## src/rtl/fpu_resv_pkg.sv

```systemverilog
package fpu_resv_pkg;

  typedef enum logic [2:0] {
    FC_ADD   = 3'd0,
    FC_MUL   = 3'd1,
    FC_CMOV  = 3'd2,
    FC_DIV   = 3'd3,
    FC_SQRT  = 3'd4,
    FC_STORE = 3'd5,
    FC_FTOI  = 3'd6,
    FC_LOAD  = 3'd7
  } fp_class_e;

  localparam int RUN_W        = 6;
  localparam int CMOV_GAP     = 4;

  localparam int LAT_ARITH    = 4;
  localparam int LAT_ARITH_FX = 6;
  localparam int LAT_CMOV     = 8;
  localparam int LAT_CMOV_FX  = 10;
  localparam int LAT_DIV_S    = 12;
  localparam int LAT_DIV_D    = 15;
  localparam int LAT_SQRT_S   = 18;
  localparam int LAT_SQRT_D   = 33;
  localparam int LAT_XFER     = 3;
  localparam int LAT_LOAD     = 2;

  localparam int HOLD_DIV_S   = 9;
  localparam int HOLD_DIV_D   = 12;
  localparam int HOLD_SQRT_S  = 15;
  localparam int HOLD_SQRT_D  = 30;

endpackage

```

## src/rtl/fpu_resv_decode.sv

```systemverilog
module fpu_resv_decode
  import fpu_resv_pkg::*;
#(
  parameter int LAT_W = 6
) (
  input  logic [2:0]       cls,
  input  logic             dbl,
  input  logic             fwd,
  output logic             use_add,
  output logic [RUN_W-1:0] add_run,
  output logic             add_echo,
  output logic             is_xfer,
  output logic             is_load,
  output logic [LAT_W-1:0] lat
);

  fp_class_e c;
  assign c = fp_class_e'(cls);

  always_comb begin
    use_add  = 1'b0;
    add_run  = '0;
    add_echo = 1'b0;
    is_xfer  = 1'b0;
    is_load  = 1'b0;
    lat      = '0;
    unique case (c)
      FC_ADD: begin
        use_add = 1'b1;
        add_run = RUN_W'(1);
        lat     = fwd ? LAT_W'(LAT_ARITH_FX) : LAT_W'(LAT_ARITH);
      end
      FC_MUL: begin
        lat = fwd ? LAT_W'(LAT_ARITH_FX) : LAT_W'(LAT_ARITH);
      end
      FC_CMOV: begin
        use_add  = 1'b1;
        add_run  = RUN_W'(1);
        add_echo = 1'b1;
        lat      = fwd ? LAT_W'(LAT_CMOV_FX) : LAT_W'(LAT_CMOV);
      end
      FC_DIV: begin
        use_add = 1'b1;
        add_run = dbl ? RUN_W'(HOLD_DIV_D) : RUN_W'(HOLD_DIV_S);
        lat     = dbl ? LAT_W'(LAT_DIV_D) : LAT_W'(LAT_DIV_S);
      end
      FC_SQRT: begin
        use_add = 1'b1;
        add_run = dbl ? RUN_W'(HOLD_SQRT_D) : RUN_W'(HOLD_SQRT_S);
        lat     = dbl ? LAT_W'(LAT_SQRT_D) : LAT_W'(LAT_SQRT_S);
      end
      FC_STORE, FC_FTOI: begin
        is_xfer = 1'b1;
        lat     = LAT_W'(LAT_XFER);
      end
      FC_LOAD: begin
        is_load = 1'b1;
        lat     = LAT_W'(LAT_LOAD);
      end
      default: ;
    endcase
  end

endmodule

```

## src/rtl/fpu_add_window.sv

```systemverilog
module fpu_add_window
  import fpu_resv_pkg::*;
#(
  parameter int WIN = 32
) (
  input  logic             clk,
  input  logic             rst,
  input  logic             flush,
  input  logic             fire,
  input  logic [RUN_W-1:0] run,
  input  logic             echo,
  output logic             free
);

  logic [WIN-1:0] busy;
  logic [WIN-1:0] need;

  for (genvar i = 0; i < WIN; i++) begin : g_need
    assign need[i] = (i < int'(run)) || (echo && (i == CMOV_GAP));
  end

  assign free = ~|(busy & need);

  always_ff @(posedge clk) begin
    if (rst || flush) begin
      busy <= '0;
    end else begin
      busy <= (busy | (fire ? need : '0)) >> 1;
    end
  end

  // the second use of a conditional move survives the shift
  p_echo_kept_r3: assert property (@(posedge clk) disable iff (rst)
    ($past(fire && echo) && !$past(flush)) |-> busy[CMOV_GAP-1]);

  // a hold never reaches past the window
  p_run_fits_r5: assert property (@(posedge clk) disable iff (rst)
    fire |-> (int'(run) < WIN));

  // a flush leaves the window empty
  p_flush_empty_r10: assert property (@(posedge clk) disable iff (rst)
    $past(flush) |-> (busy == '0));

endmodule

```

## src/rtl/fpu_lower_window.sv

```systemverilog
module fpu_lower_window #(
  parameter int DELAY = 2,
  parameter int NLOW  = 2,
  parameter int CLW   = 2
) (
  input  logic           clk,
  input  logic           rst,
  input  logic           flush,
  input  logic [CLW-1:0] claim,
  input  logic           st_fire,
  output logic           st_ok,
  output logic           ld_ok
);

  localparam int CW = $clog2(NLOW + 2);

  logic [CW-1:0] cnt [DELAY];
  logic [CW-1:0] claim_c;

  assign claim_c = (int'(claim) > NLOW) ? CW'(NLOW) : CW'(claim);
  assign st_ok   = (int'(claim_c) + 1) <= NLOW;
  assign ld_ok   = int'(cnt[0]) < NLOW;

  for (genvar i = 0; i < DELAY; i++) begin : g_slot
    if (i == DELAY - 1) begin : g_tail
      always_ff @(posedge clk) begin
        if (rst || flush) cnt[i] <= '0;
        else              cnt[i] <= claim_c + CW'(st_fire);
      end
    end else begin : g_mid
      always_ff @(posedge clk) begin
        if (rst || flush) cnt[i] <= '0;
        else              cnt[i] <= cnt[i+1];
      end
    end
  end

  // bookings never exceed the lower pipe count
  p_lower_cap_r9: assert property (@(posedge clk) disable iff (rst)
    int'(cnt[0]) <= NLOW);

  // a store is only taken with a pipe left for it
  p_store_room_r8: assert property (@(posedge clk) disable iff (rst)
    st_fire |-> (int'(claim_c) < NLOW));

endmodule

```

## src/rtl/fpu_resv_tracker.sv

```systemverilog
module fpu_resv_tracker
  import fpu_resv_pkg::*;
#(
  parameter int ADD_WIN  = 32,
  parameter int LO_DELAY = 2,
  parameter int NUM_LOW  = 2,
  parameter int LAT_W    = 6,
  parameter int CLAIM_W  = $clog2(NUM_LOW + 1)
) (
  input  logic               clk,
  input  logic               rst,
  input  logic               flush,
  input  logic               in_valid,
  output logic               in_ready,
  input  logic [2:0]         in_class,
  input  logic               in_dbl,
  input  logic               in_fwd_xfer,
  input  logic [CLAIM_W-1:0] int_lo_claim,
  output logic               res_valid,
  output logic [LAT_W-1:0]   res_lat,
  output logic [2:0]         res_class,
  output logic               res_xunit,
  output logic               lo_req
);

  logic             use_add, add_echo, is_xfer, is_load;
  logic [RUN_W-1:0] add_run;
  logic [LAT_W-1:0] lat;
  logic             add_free, st_ok, ld_ok;
  logic             fire, st_fire;
  logic             xsel;
  logic [LO_DELAY-1:0] lo_pipe;

  fpu_resv_decode #(.LAT_W(LAT_W)) u_dec (
    .cls(in_class), .dbl(in_dbl), .fwd(in_fwd_xfer),
    .use_add(use_add), .add_run(add_run), .add_echo(add_echo),
    .is_xfer(is_xfer), .is_load(is_load), .lat(lat)
  );

  fpu_add_window #(.WIN(ADD_WIN)) u_add (
    .clk(clk), .rst(rst), .flush(flush),
    .fire(fire && use_add), .run(add_run), .echo(add_echo),
    .free(add_free)
  );

  fpu_lower_window #(.DELAY(LO_DELAY), .NLOW(NUM_LOW), .CLW(CLAIM_W)) u_low (
    .clk(clk), .rst(rst), .flush(flush),
    .claim(int_lo_claim), .st_fire(st_fire),
    .st_ok(st_ok), .ld_ok(ld_ok)
  );

  assign in_ready = !rst && !flush
                 && (!use_add || add_free)
                 && (!is_xfer || st_ok)
                 && (!is_load || ld_ok);
  assign fire    = in_valid && in_ready;
  assign st_fire = fire && is_xfer;

  always_ff @(posedge clk) begin
    if (rst) begin
      res_valid <= 1'b0;
      res_lat   <= '0;
      res_class <= '0;
      res_xunit <= 1'b0;
      xsel      <= 1'b0;
    end else begin
      res_valid <= fire;
      if (fire) begin
        res_lat   <= lat;
        res_class <= in_class;
      end
      if (st_fire) begin
        res_xunit <= xsel;
        xsel      <= ~xsel;
      end
    end
  end

  if (LO_DELAY == 1) begin : g_lo1
    always_ff @(posedge clk) begin
      if (rst || flush) lo_pipe <= '0;
      else              lo_pipe <= st_fire;
    end
  end else begin : g_lon
    always_ff @(posedge clk) begin
      if (rst || flush) lo_pipe <= '0;
      else              lo_pipe <= {lo_pipe[LO_DELAY-2:0], st_fire};
    end
  end

  assign lo_req = lo_pipe[LO_DELAY-1];

  // a report only follows an accepted handshake
  p_res_from_accept_r11: assert property (@(posedge clk) disable iff (rst)
    res_valid |-> $past(in_valid && in_ready));

  // loads always report the short latency
  p_load_lat_r9: assert property (@(posedge clk) disable iff (rst)
    (res_valid && res_class == 3'(FC_LOAD)) |-> (res_lat == LAT_W'(LAT_LOAD)));

  if (LO_DELAY == 2) begin : g_chk2
    // the lower pipe request comes from a store two cycles back
    p_lo_req_origin_r7: assert property (@(posedge clk) disable iff (rst)
      lo_req |-> $past(st_fire, 2));
  end

endmodule

```

## config.mk

```make
export PLATFORM = sky130hd
export DESIGN_NAME = fpu_resv_tracker
export DESIGN_NICKNAME = d
export VERILOG_FILES = /design/src/rtl/fpu_resv_pkg.sv /design/src/rtl/fpu_resv_decode.sv /design/src/rtl/fpu_add_window.sv /design/src/rtl/fpu_lower_window.sv /design/src/rtl/fpu_resv_tracker.sv
export SDC_FILE = /design/constraint.sdc
export NUM_CORES = 1
export LEC_CHECK = 0
export ABC_AREA = 1
export BUFFER_PORTS_ARGS = -buffer_cell sky130_fd_sc_hd__buf_2
export CAP_MARGIN = 20
export CELL_PAD_IN_SITES_DETAIL_PLACEMENT = 1
export CELL_PAD_IN_SITES_GLOBAL_PLACEMENT = 1
export CORE_UTILIZATION = 40
export CTS_CLUSTER_DIAMETER = 60
export DETAILED_ROUTE_END_ITERATION = 16
export MAX_ROUTING_LAYER = met4
export PLACE_DENSITY_LB_ADDON = 0.1
export SLEW_MARGIN = 30
export SYNTH_ARGS = -nofsm -noshare
export SYNTH_HDL_FRONTEND = slang
export SYNTH_SLANG_ARGS = --single-unit
export TNS_END_PERCENT = 100
```

## constraint.sdc

```tcl
create_clock -name clk -period 3 [get_ports clk]
set_input_delay 0.15 -clock clk [delete_from_list [all_inputs] [get_ports clk]]
set_output_delay 0.15 -clock clk [all_outputs]
set_load 0.005 [all_outputs]
```

==> results of run 1 <==
[flip-flops by register name, summed over array words and instances (netlist names)]
| name | count |
|---|---|
| res_lat | 6 |
| u_low.cnt | 2 |
| res_class | 3 |
| res_valid | 1 |
| res_xunit | 1 |
| lo_pipe | 2 |
| xsel | 1 |
| u_add.busy | 30 |
[layer usage]
layer	GRT usage [%]	vias to the layer above	wire, um
met2	29.46	15	1614
met1	20.23	661	1577
met5	-	-	0
met4	7.031	0	59
met3	5.500	7	106
li1	-	759	-
[cell usage after synthesis, types with 2 or more instances]
master / n / area share [%]
nor2_1: 68 / 15
dfxtp_1: 46 / 53
nand2_1: 35 / 7.6
inv_1: 29 / 6.3
a21oi_1: 16 / 4.6
nand3_1: 6 / 1.7
o21ai_0: 6 / 1.7
clkbuf_1: 3 / 0.65
nand2_2: 3 / 1.1
nand4_1: 3 / 1.1
nor2_2: 3 / 1.1
o21ai_1: 3 / 0.86
buf_6: 2 / 1.3
inv_2: 2 / 0.43
[power breakdown]
part	internal, mW	leakage (nW)	total (mW)	switching (mW)
Combinational	0.0229	0.483	0.0689	0.0460
Clock	0.249	0.0524	0.437	0.188
Sequential	0.620	0.372	0.624	0.00408
Total	0.892	0.908	1.13	0.238
[area by class of cell]
type / count / area (um2) / share of cell area [%]
well taps: 50 / 62.56 / 3.149
multi-input cells: 151 / 665.6 / 33.50
clock inverters: 1 / 30.03 / 1.511
flip-flops and latches: 46 / 920.9 / 46.35
repair buffers: 23 / 115.1 / 5.793
inverters: 31 / 116.4 / 5.856
clock buffers: 7 / 76.32 / 3.841
[logic make-up (layout without fill, tap and decap cells)]
family / count (synthesis) / count (layout) / synth area share, %
buffers and inverters: 36 / 62 / 8.645
other: 1 / 1 / 0.2159
AO/OA/AOI/OAI: 28 / 28 / 8.646
flip-flops: 46 / 46 / 53.03
AND/OR/NAND/NOR: 122 / 122 / 29.47
[tightest hold or removal path, cell delays in order]
cell	delay (ps)
buf_2	70
nand2_1	40
nand2_1	40
[how the worst max path moves through the flow]
stage,from,endpoint,slack [ps],depth (start not counted)
2_1_floorplan,u_add.busy[27],res_class[2],1630,12
3_3_place_gp,in_class[1],u_add.busy[5],1090,11
3_5_place_dp,in_class[1],u_add.busy[0],1050,11
4_1_cts,u_add.busy[15],u_add.busy[0],1030,11
5_1_grt,u_add.busy[19],u_add.busy[0],760,11
6_report,u_add.busy[15],u_add.busy[0],1090,11
==> results.yml, run 1 <==
status:
  status: "finished clean"
die:
  pin_count: 24
  coreArea_um2: 4086
  start_util_pct: 42.50
  dieWidth_um: 67.89
  die_h_um: 67.89
  dieArea_um2: 4609
  fp-row-count: 23
global_routing:
  grt_pass1_wl_um: 5858
  antenna_found_initial: 0
  grt_max_degree: 32
  grt_usage_pct: 17.89
  grt_pass1_vias: 1379
  grt_overflow: 0
clocking:
  root_buffer: "clkbuf_8"
  ctsHtreeMaxLevel: 2
  insertion_delay_ps: 290
  path_clk_slew_ps: 80
  cts.repair.resized: 0
  cts_setup_buffers: 0
  cts_sinks: 46
  cts_buffers: 5
  cts_hold_buf: 0
  clock_path_buffers: 2
  cts_tree: "built"
hold_path:
  whs_path_depth: 3
  min_from: "int_lo_claim[0]"
  min_to: "u_low.cnt[1][1]"
  hold_class: "in -> reg"
drt:
  viasPerCell: 4.667
  drt_wl_total_um: 3358
  ant_nets: 0
  drt_iter0_drc: 48
  drc: 0
  drt-wirelength-per-cell_um: 10.87
  via_count: 1442
  drt_pass1_iterations: 3
placement:
  detailedPlace.worstSlack_ps: 1050
  globalplace.congestion: 0.7593
  dp_hpwl_um: 2565
  placed_cells: 301
  io_buffers: 23
  place_area_um2: 1881
pwr:
  power_density_nw_per_um2: 568.8
  leakage_nw: 0.9076
  ir_worst_vdd_mv: 0.3575
  p_total_mw: 1.130
synthesis:
  ys_warn_count: 0
  yosysUniqueCellTypes: 22
  avgSynthCellArea_um2: 7.454
  synth_edf_count: 0
  yosysSeqAreaShare_pct: 53.03
  ys_ff_latch: 46
  synth_ff_type: "dfxtp_1"
  syn_area_um2: 1737
  syn_inst: 233
  synth_nets: 244
  synthArstFlopShare_pct: 0
worst_setup_path:
  reg2reg_to: "u_add.busy[0]"
  critPathMaxFanout: 12
  worstPathRequired_ps: 3210
  slowest_stage: "nor2_2"
  timing.rr.start: "u_add.busy[15]"
  cp.arrival_ps: 2120
  path_buf_inv: 0
  critPathTopFamily: "simple AND/OR/NAND/NOR gates"
  crit_chain: "nor2_1, nand2_1, nor2_1, nand2_1, nand2_1, nand2_1, o21ai_1, nand2_1, nor2_2, nand2_1, a21oi_1"
  ff2ff_path_depth: 11
  crit_top_cell: "nand2_1"
  path_class: "reg -> reg"
  reg2reg_slack_ps: 1090
  setup.worst_path.start_class: "register"
  critical-path-max-stage-delay_ps: 340
  cp-end-kind: "register"
timing:
  rsz0062_at_grt: "no"
  setup-violations-final: 0
  fin_crit_ps: 1907
  slew_viol_final: 0
  period_share_pct: 63.57
  holdWs_ps: 45.37
  clock.fmax_ghz: 0.5244
  final_hold_viol_count: 0
  worst_pin_slew_ps: 896.4
  clock_skew_ps: 5.002
  maxSlewHeadroom_pct: 40.17
  setup_tns_ps: 0
  postLayoutSetupSlackWorst_ps: 1093
final_layout:
  final_core_util_pct: 48.62
  fill_cells: 536
  mostFrequentLayoutCell: "nor2_1"
  fin_nets: 269
  postLayoutCellArea_um2: 1987
  final_cell_mix: "nor2_1 (68), dfxtp_1 (46), nand2_1 (35)"
  area_growth_pct: 14.41
  drive_above_1_share_pct: 16.22
  fin_cells: 309
  antenna_cells: 0
flow_run:
  max_cap_viol_count: 0
Note: power is estimated with default switching activity, not from simulation.
==> run 2, diff against run 1 <==
--- a/config.mk
+++ b/config.mk
@@ -10,7 +10,7 @@
 export CAP_MARGIN = 20
 export CELL_PAD_IN_SITES_DETAIL_PLACEMENT = 1
 export CELL_PAD_IN_SITES_GLOBAL_PLACEMENT = 1
-export CORE_UTILIZATION = 40
+export CORE_UTILIZATION = 36
 export CTS_CLUSTER_DIAMETER = 60
 export DETAILED_ROUTE_END_ITERATION = 16
 export MAX_ROUTING_LAYER = met4
==> constraint.sdc (replaced) <==
create_clock -name clk -period 1.72 [get_ports clk]
set_input_delay 0.086 -clock clk [delete_from_list [all_inputs] [get_ports clk]]
set_output_delay 0.086 -clock clk [all_outputs]
set_load 0.005 [all_outputs]
==> run 2 against run 1 <==
  * Sequential power up 75%
  * Design area is 7.3% higher
  * Power rose by 79%
  * Global-route usage fell by 0.96 points
  * Die area rose by 11%
  * Clock power rose by 82%
  * Clock skew rose by 4.6 ps
  * Register-to-register slack worse by 1000 ps
  * Critical path depth is 1 lower
  * First-iteration DRC count decreased by 33%
  * Critical endpoint is now in_ready
==> results.yml, run 2 (synthesis gave the netlist of run 1 again) <==
timing:
  worst_pin_slew_ps: 828.7
  final_hold_viol_count: 0
  postLayoutSetupSlackWorst_ps: 67.79
  maxSlewHeadroom_pct: 44.41
  clock.fmax_ghz: 0.6052
  rsz0062_at_grt: "yes"
  slew_viol_final: 0
  fin_crit_ps: 1652
  setup-violations-final: 0
  setup_tns_ps: 0
  clock_skew_ps: 9.625
  period_share_pct: 96.06
global_routing:
  grt_usage_pct: 16.93
  grt_pass1_vias: 1496
  grt_max_degree: 32
  grt_pass1_wl_um: 6389
  grt_overflow: 0
  antenna_found_initial: 0
clocking:
  cts_buffers: 5
  ctsHtreeMaxLevel: 2
  cts_tree: "built"
  insertion_delay_ps: 310
  cts_sinks: 46
  root_buffer: "clkbuf_8"
  clock_path_buffers: 2
  path_clk_slew_ps: 80
placement:
  detailedPlace.worstSlack_ps: 60.92
  io_buffers: 23
  globalplace.congestion: 0.7290
  dp_hpwl_um: 2688
die:
  die_h_um: 71.46
  start_util_pct: 38.56
  pin_count: 24
  fp-row-count: 24
  dieWidth_um: 71.46
  dieArea_um2: 5106
  coreArea_um2: 4504
worst_setup_path:
  critical-path-max-stage-delay_ps: 320
  crit_top_cell: "nand2_1"
  crit_chain: "nor2_1, nand2_1, nor2_1, nand2_1, nand2_1, nand2_2, nor2_4, nor2_2, nor2_4, buf_2"
  cp-end-kind: "output pin"
  slowest_stage: "dfxtp_1"
  path_class: "reg -> out"
  critPathMaxFanout: 3
  worstPathRequired_ps: 1630
  cp.arrival_ps: 1570
  setup.worst_path.start_class: "register"
final_layout:
  mostFrequentLayoutCell: "nor2_1"
  regMostFlops: "u_add.busy"
  fill_cells: 585
  antenna_cells: 0
  fin_nets: 277
  reg.largest.list: "u_add.busy x30, res_lat x6, res_class x3"
  final_cell_mix: "nor2_1 (64), dfxtp_1 (42), nand2_1 (31)"
  largest_register_ffs: 30
  area_growth_pct: 22.77
  final_core_util_pct: 47.33
  drive_above_1_share_pct: 23.60
status:
  status: "finished clean"
flow_run:
  max_cap_viol_count: 0
hold_path:
  hold_class: "in -> reg"
pwr:
  power_density_nw_per_um2: 950.2
  leakage_nw: 0.9657
  ir_worst_vdd_mv: 0.4699
drt:
  drc: 0
  via_count: 1466
  viasPerCell: 4.596
  drt_wl_total_um: 3734
  drt_pass1_iterations: 4
  ant_nets: 0
  drt_iter0_drc: 32
  drt-wirelength-per-cell_um: 11.71
[run 2: changes by cell type in the layout (fill, tap and decap cells not counted), sizes merged]
cell         delta
dlygate4sd3     +2
clkinv          +1
inv             -1
clkbuf          -1
clkinvlp        +1
buf             +6
[run 2: area by class of cell]
| cell class | instances | area [um2] | area share, % |
|---|---|---|---|
| Sequential cell | 46 | 925.9 | 43.43 |
| Inverter | 31 | 116.4 | 5.458 |
| Multi-Input combinational cell | 151 | 714.4 | 33.51 |
| Tap cell | 52 | 65.06 | 3.052 |
| Clock inverter | 2 | 37.54 | 1.761 |
| Timing Repair Buffer | 31 | 200.2 | 9.390 |
| Clock buffer | 6 | 72.57 | 3.404 |
[run 2: critical path, delay by kind of cell, from the launching register on]
family,cells,cell delay (ps)
and+or+nand+nor,9,820
DFF,1,320
buffers and inverters,1,130
[run 2: layer usage]
layer	global-route usage (%)	share of wire, %
met1	19.79	50
met2	26.88	44
met3	4.219	3.7
met4	9.150	2.4
met5	-	0
[run 2: per-stage QoR]
step | hold slack, ps | instance area (um2) | cells | power, mW
floorplan | 148.4 | 1737 | 233 | 1.189
finish | 9.765 | 2132 | 319 | 2.026
detailed placement | 292.5 | 1926 | 307 | 1.243
global placement | 279.3 | 1926 | 307 | 1.241
global route | 18.91 | 2132 | 319 | 2.114
CTS | 3.511 | 2056 | 317 | 2.045
[run 2: power breakdown]
part           internal (mW)  switching (mW)  leakage [nW]
sequential              1.08         0.00727         0.374
clock                  0.433           0.361        0.0514
combinational         0.0527          0.0903         0.540
[run 2: worst paths after layout]
kind	from	endpoint	slack (ps)	cells past startpoint
min	rst	res_class[2]	10	2
min reg2reg	lo_pipe[0]	lo_pipe[1]	420	2
max reg2reg	u_add.busy[24]	u_add.busy[0]	90	11
max	u_add.busy[24]	in_ready	70	10
[run 2: repair_timing]
item                                    CTS  global route
endpoints found under the setup margin    0            23
endpoints found under the hold margin     1             0
hold buffers                              2             0
gates resized for setup                   0            21
setup buffers                             0             1
==> run 3, diff against run 2 <==
--- a/config.mk
+++ b/config.mk
@@ -10,7 +10,7 @@
 export CAP_MARGIN = 20
 export CELL_PAD_IN_SITES_DETAIL_PLACEMENT = 1
 export CELL_PAD_IN_SITES_GLOBAL_PLACEMENT = 1
-export CORE_UTILIZATION = 36
+export CORE_UTILIZATION = 37
 export CTS_CLUSTER_DIAMETER = 60
 export DETAILED_ROUTE_END_ITERATION = 16
 export MAX_ROUTING_LAYER = met4
@@ -18,5 +18,6 @@
 export SLEW_MARGIN = 30
 export SYNTH_ARGS = -nofsm -noshare
 export SYNTH_HDL_FRONTEND = slang
+export SYNTH_HIERARCHICAL = 1
 export SYNTH_SLANG_ARGS = --single-unit
 export TNS_END_PERCENT = 100
==> run 3 against run 2 <==
  * The run now ends with setup timing left
  * Sequential share of layout area decreased by 18 points
  * Non-clock buffer count increased by 60
  * Clock skew decreased by 3.4 ps
  * Global-route usage increased by 7.3 points
==> results.yml, run 3 <==
status:
  violations: "setup timing"
  status: "finished, violations left"
final_layout:
  area_growth_pct: 61.85
  final_cell_mix: "inv_1 (55), buf_4 (49), nand2_1 (47), dfxtp_1 (47), nor2_1 (40)"
  area.sequential_um2: 940.9
  regMostFlops: "u_add/busy"
  postLayoutCellArea_um2: 3742
  reg.largest.list: "u_add/busy x31, res_lat x6, res_class x3"
  fill_cells: 732
  multiInputGateArea_um2: 1509
  antenna_cells: 0
  mostFrequentLayoutCell: "inv_1"
  fin_nets: 449
  largest_register_ffs: 31
  drive_above_1_share_pct: 44.19
synthesis:
  yosysUniqueCellTypes: 25
  ys_ff_latch: 47
  synth_edf_count: 0
  ys_warn_count: 6
  syn_area_um2: 2312
  yosysMostFrequentCell: "nand2_1"
  synth_nets: 362
  avgSynthCellArea_um2: 6.588
  synthTopCellsByCount: "nand2_1 (61), inv_1 (60), nand3_1 (49), dfxtp_1 (47), nor2_1 (47)"
  ys_top_cells_by_area: "dfxtp_1 (41%), nand3_1 (11%), nand2_1 (9.9%), inv_1 (9.7%), nor2_1 (7.6%)"
  synth_ff_type: "dfxtp_1"
  synthArstFlopShare_pct: 0
  syn_inst: 351
  yosysSeqAreaShare_pct: 40.69
  yosysTopAreaCellShare_pct: 40.69
  synth_top_area_cell: "dfxtp_1"
die:
  fp-row-count: 28
  pin_count: 24
  die_h_um: 81.05
  dieWidth_um: 81.05
  coreArea_um2: 5991
  dieArea_um2: 6569
  start_util_pct: 38.60
timing:
  maxSlewHeadroom_pct: 51.20
  period_share_pct: 143.9
  postLayoutSetupSlackWorst_ps: -755.5
  final_hold_viol_count: 0
  rsz0062_at_grt: "yes"
  slew_viol_final: 0
  clock_skew_ps: 6.259
  holdWs_ps: 9.236
  clock.fmax_ghz: 0.4040
  worst_pin_slew_ps: 731.9
  setup-violations-final: 45
  fin_crit_ps: 2476
drt:
  drc: 0
  drt_wl_total_um: 8731
  drt-wirelength-per-cell_um: 16.99
  drt_iter0_drc: 85
  via_count: 2669
  drt_pass1_iterations: 5
  viasPerCell: 5.193
  ant_nets: 0
placement:
  globalplace.congestion: 0.9019
  dp_hpwl_um: 4683
  place_area_um2: 2958
  detailedPlace.worstSlack_ps: -979.4
  io_buffers: 23
global_routing:
  grt_overflow: 0
  grt_usage_pct: 24.28
  grt_pass1_wl_um: 11900
  grt_pass1_vias: 2518
  grt_max_degree: 32
  antenna_found_initial: 0
pwr:
  power_density_nw_per_um2: 648.8
  p_total_mw: 2.428
  leakage_nw: 1.583
  ir_worst_vdd_mv: 0.3305
clocking:
  path_clk_slew_ps: 80
  ctsHtreeMaxLevel: 2
  cts_buffers: 5
  root_buffer: "clkbuf_8"
  insertion_delay_ps: 300
  cts_sinks: 47
  clock_path_buffers: 2
  cts_tree: "built"
worst_setup_path:
  setup.worst_path.start_class: "input pin"
  critPathMaxFanout: 5
  cp.arrival_ps: 2700
  path_class: "in -> reg"
  cp-end-kind: "register"
  worstPathRequired_ps: 1950
hold_path:
  hold_class: "in -> reg"
flow_run:
  max_cap_viol_count: 0
run 3: path summary, 6_finish.rpt:
path | from | to | slack, ps | cells after the start
setup / recovery | in_class[0] | u_add/busy[8] | -760 | 24
hold / removal | flush | u_low/cnt[0][1] | 9 | 2
setup reg to reg | u_add/busy[7] | u_add/busy[8] | -320 | 17
hold reg to reg | u_add/busy[1] | u_add/busy[0] | 460 | 2
run 3: layout make-up:
| cell class | instances | area share [%] |
|---|---|---|
| Clock buffer | 8 | 2.675 |
| Inverter | 62 | 6.687 |
| Tap cell | 75 | 2.508 |
| Timing Repair Buffer | 91 | 22.67 |
| Sequential cell | 47 | 25.14 |
| Multi-Input combinational cell | 231 | 40.32 |
run 3: where the power goes:
group / internal, mW / switching, mW / leakage (nW)
clock: 0.368 / 0.374 / 0.0515
combinational: 0.247 / 0.320 / 1.15
sequential: 1.11 / 0.0106 / 0.380
run 3: timing repair:
action	4_1_cts	5_1_grt
endpoints found under the setup margin	45	45
pin swaps	35	40
buffers inserted	9	14
hold buffers	0	0
gates cloned	3	1
gates resized for setup	45	66
run 3: worst max-delay path: stages:
cell,delay (ps)
buf_8,90
nor2_4,50
buf_4,140
o21ai_2,160
nand2_2,120
nor2_4,210
buf_6,150
buf_4,100
nand2_1,70
nand3_1,80
nand3_1,100
nor2_2,130
nand2_1,80
nor2_1,90
inv_1,70
nand2_2,60
nand2_2,70
nor2_4,140
nand2_4,70
nor2_4,150
buf_12,150
buf_12,140
nand3_2,70
a21oi_1,130
run 3: cells by family (layout without fill, tap and decap cells):
kind of cell	Yosys count	in the layout	synth area share, %
simple gates	172	172	33.44
flops	47	47	40.69
buf+inv	73	161	12.72
other cells	1	1	0.1622
compound gates	58	58	12.99
run 3: routing by layer:
metal / vias to the layer above / share of wire (%) / wire length, um / track usage [%]
li1: 1292 / - / - / -
met1: 1306 / 43 / 3735 / 29.24
met2: 55 / 51 / 4455 / 42.10
met3: 16 / 3.7 / 323 / 3.708
met4: 0 / 2.5 / 217 / 6.071
met5: - / 0 / 0 / -
run 3: metrics by stage:
| step | instances | util [%] | TNS (ps) |
|---|---|---|---|
| finish | 514 | 62.47 | -29950 |
| global route | 514 | 62.47 | -35270 |
| global placement | 483 | 49.37 | -35250 |
| CTS | 502 | 56.24 | -21140 |
| floorplan | 351 | - | -17620 |
| detailed placement | 483 | 49.37 | -39830 |
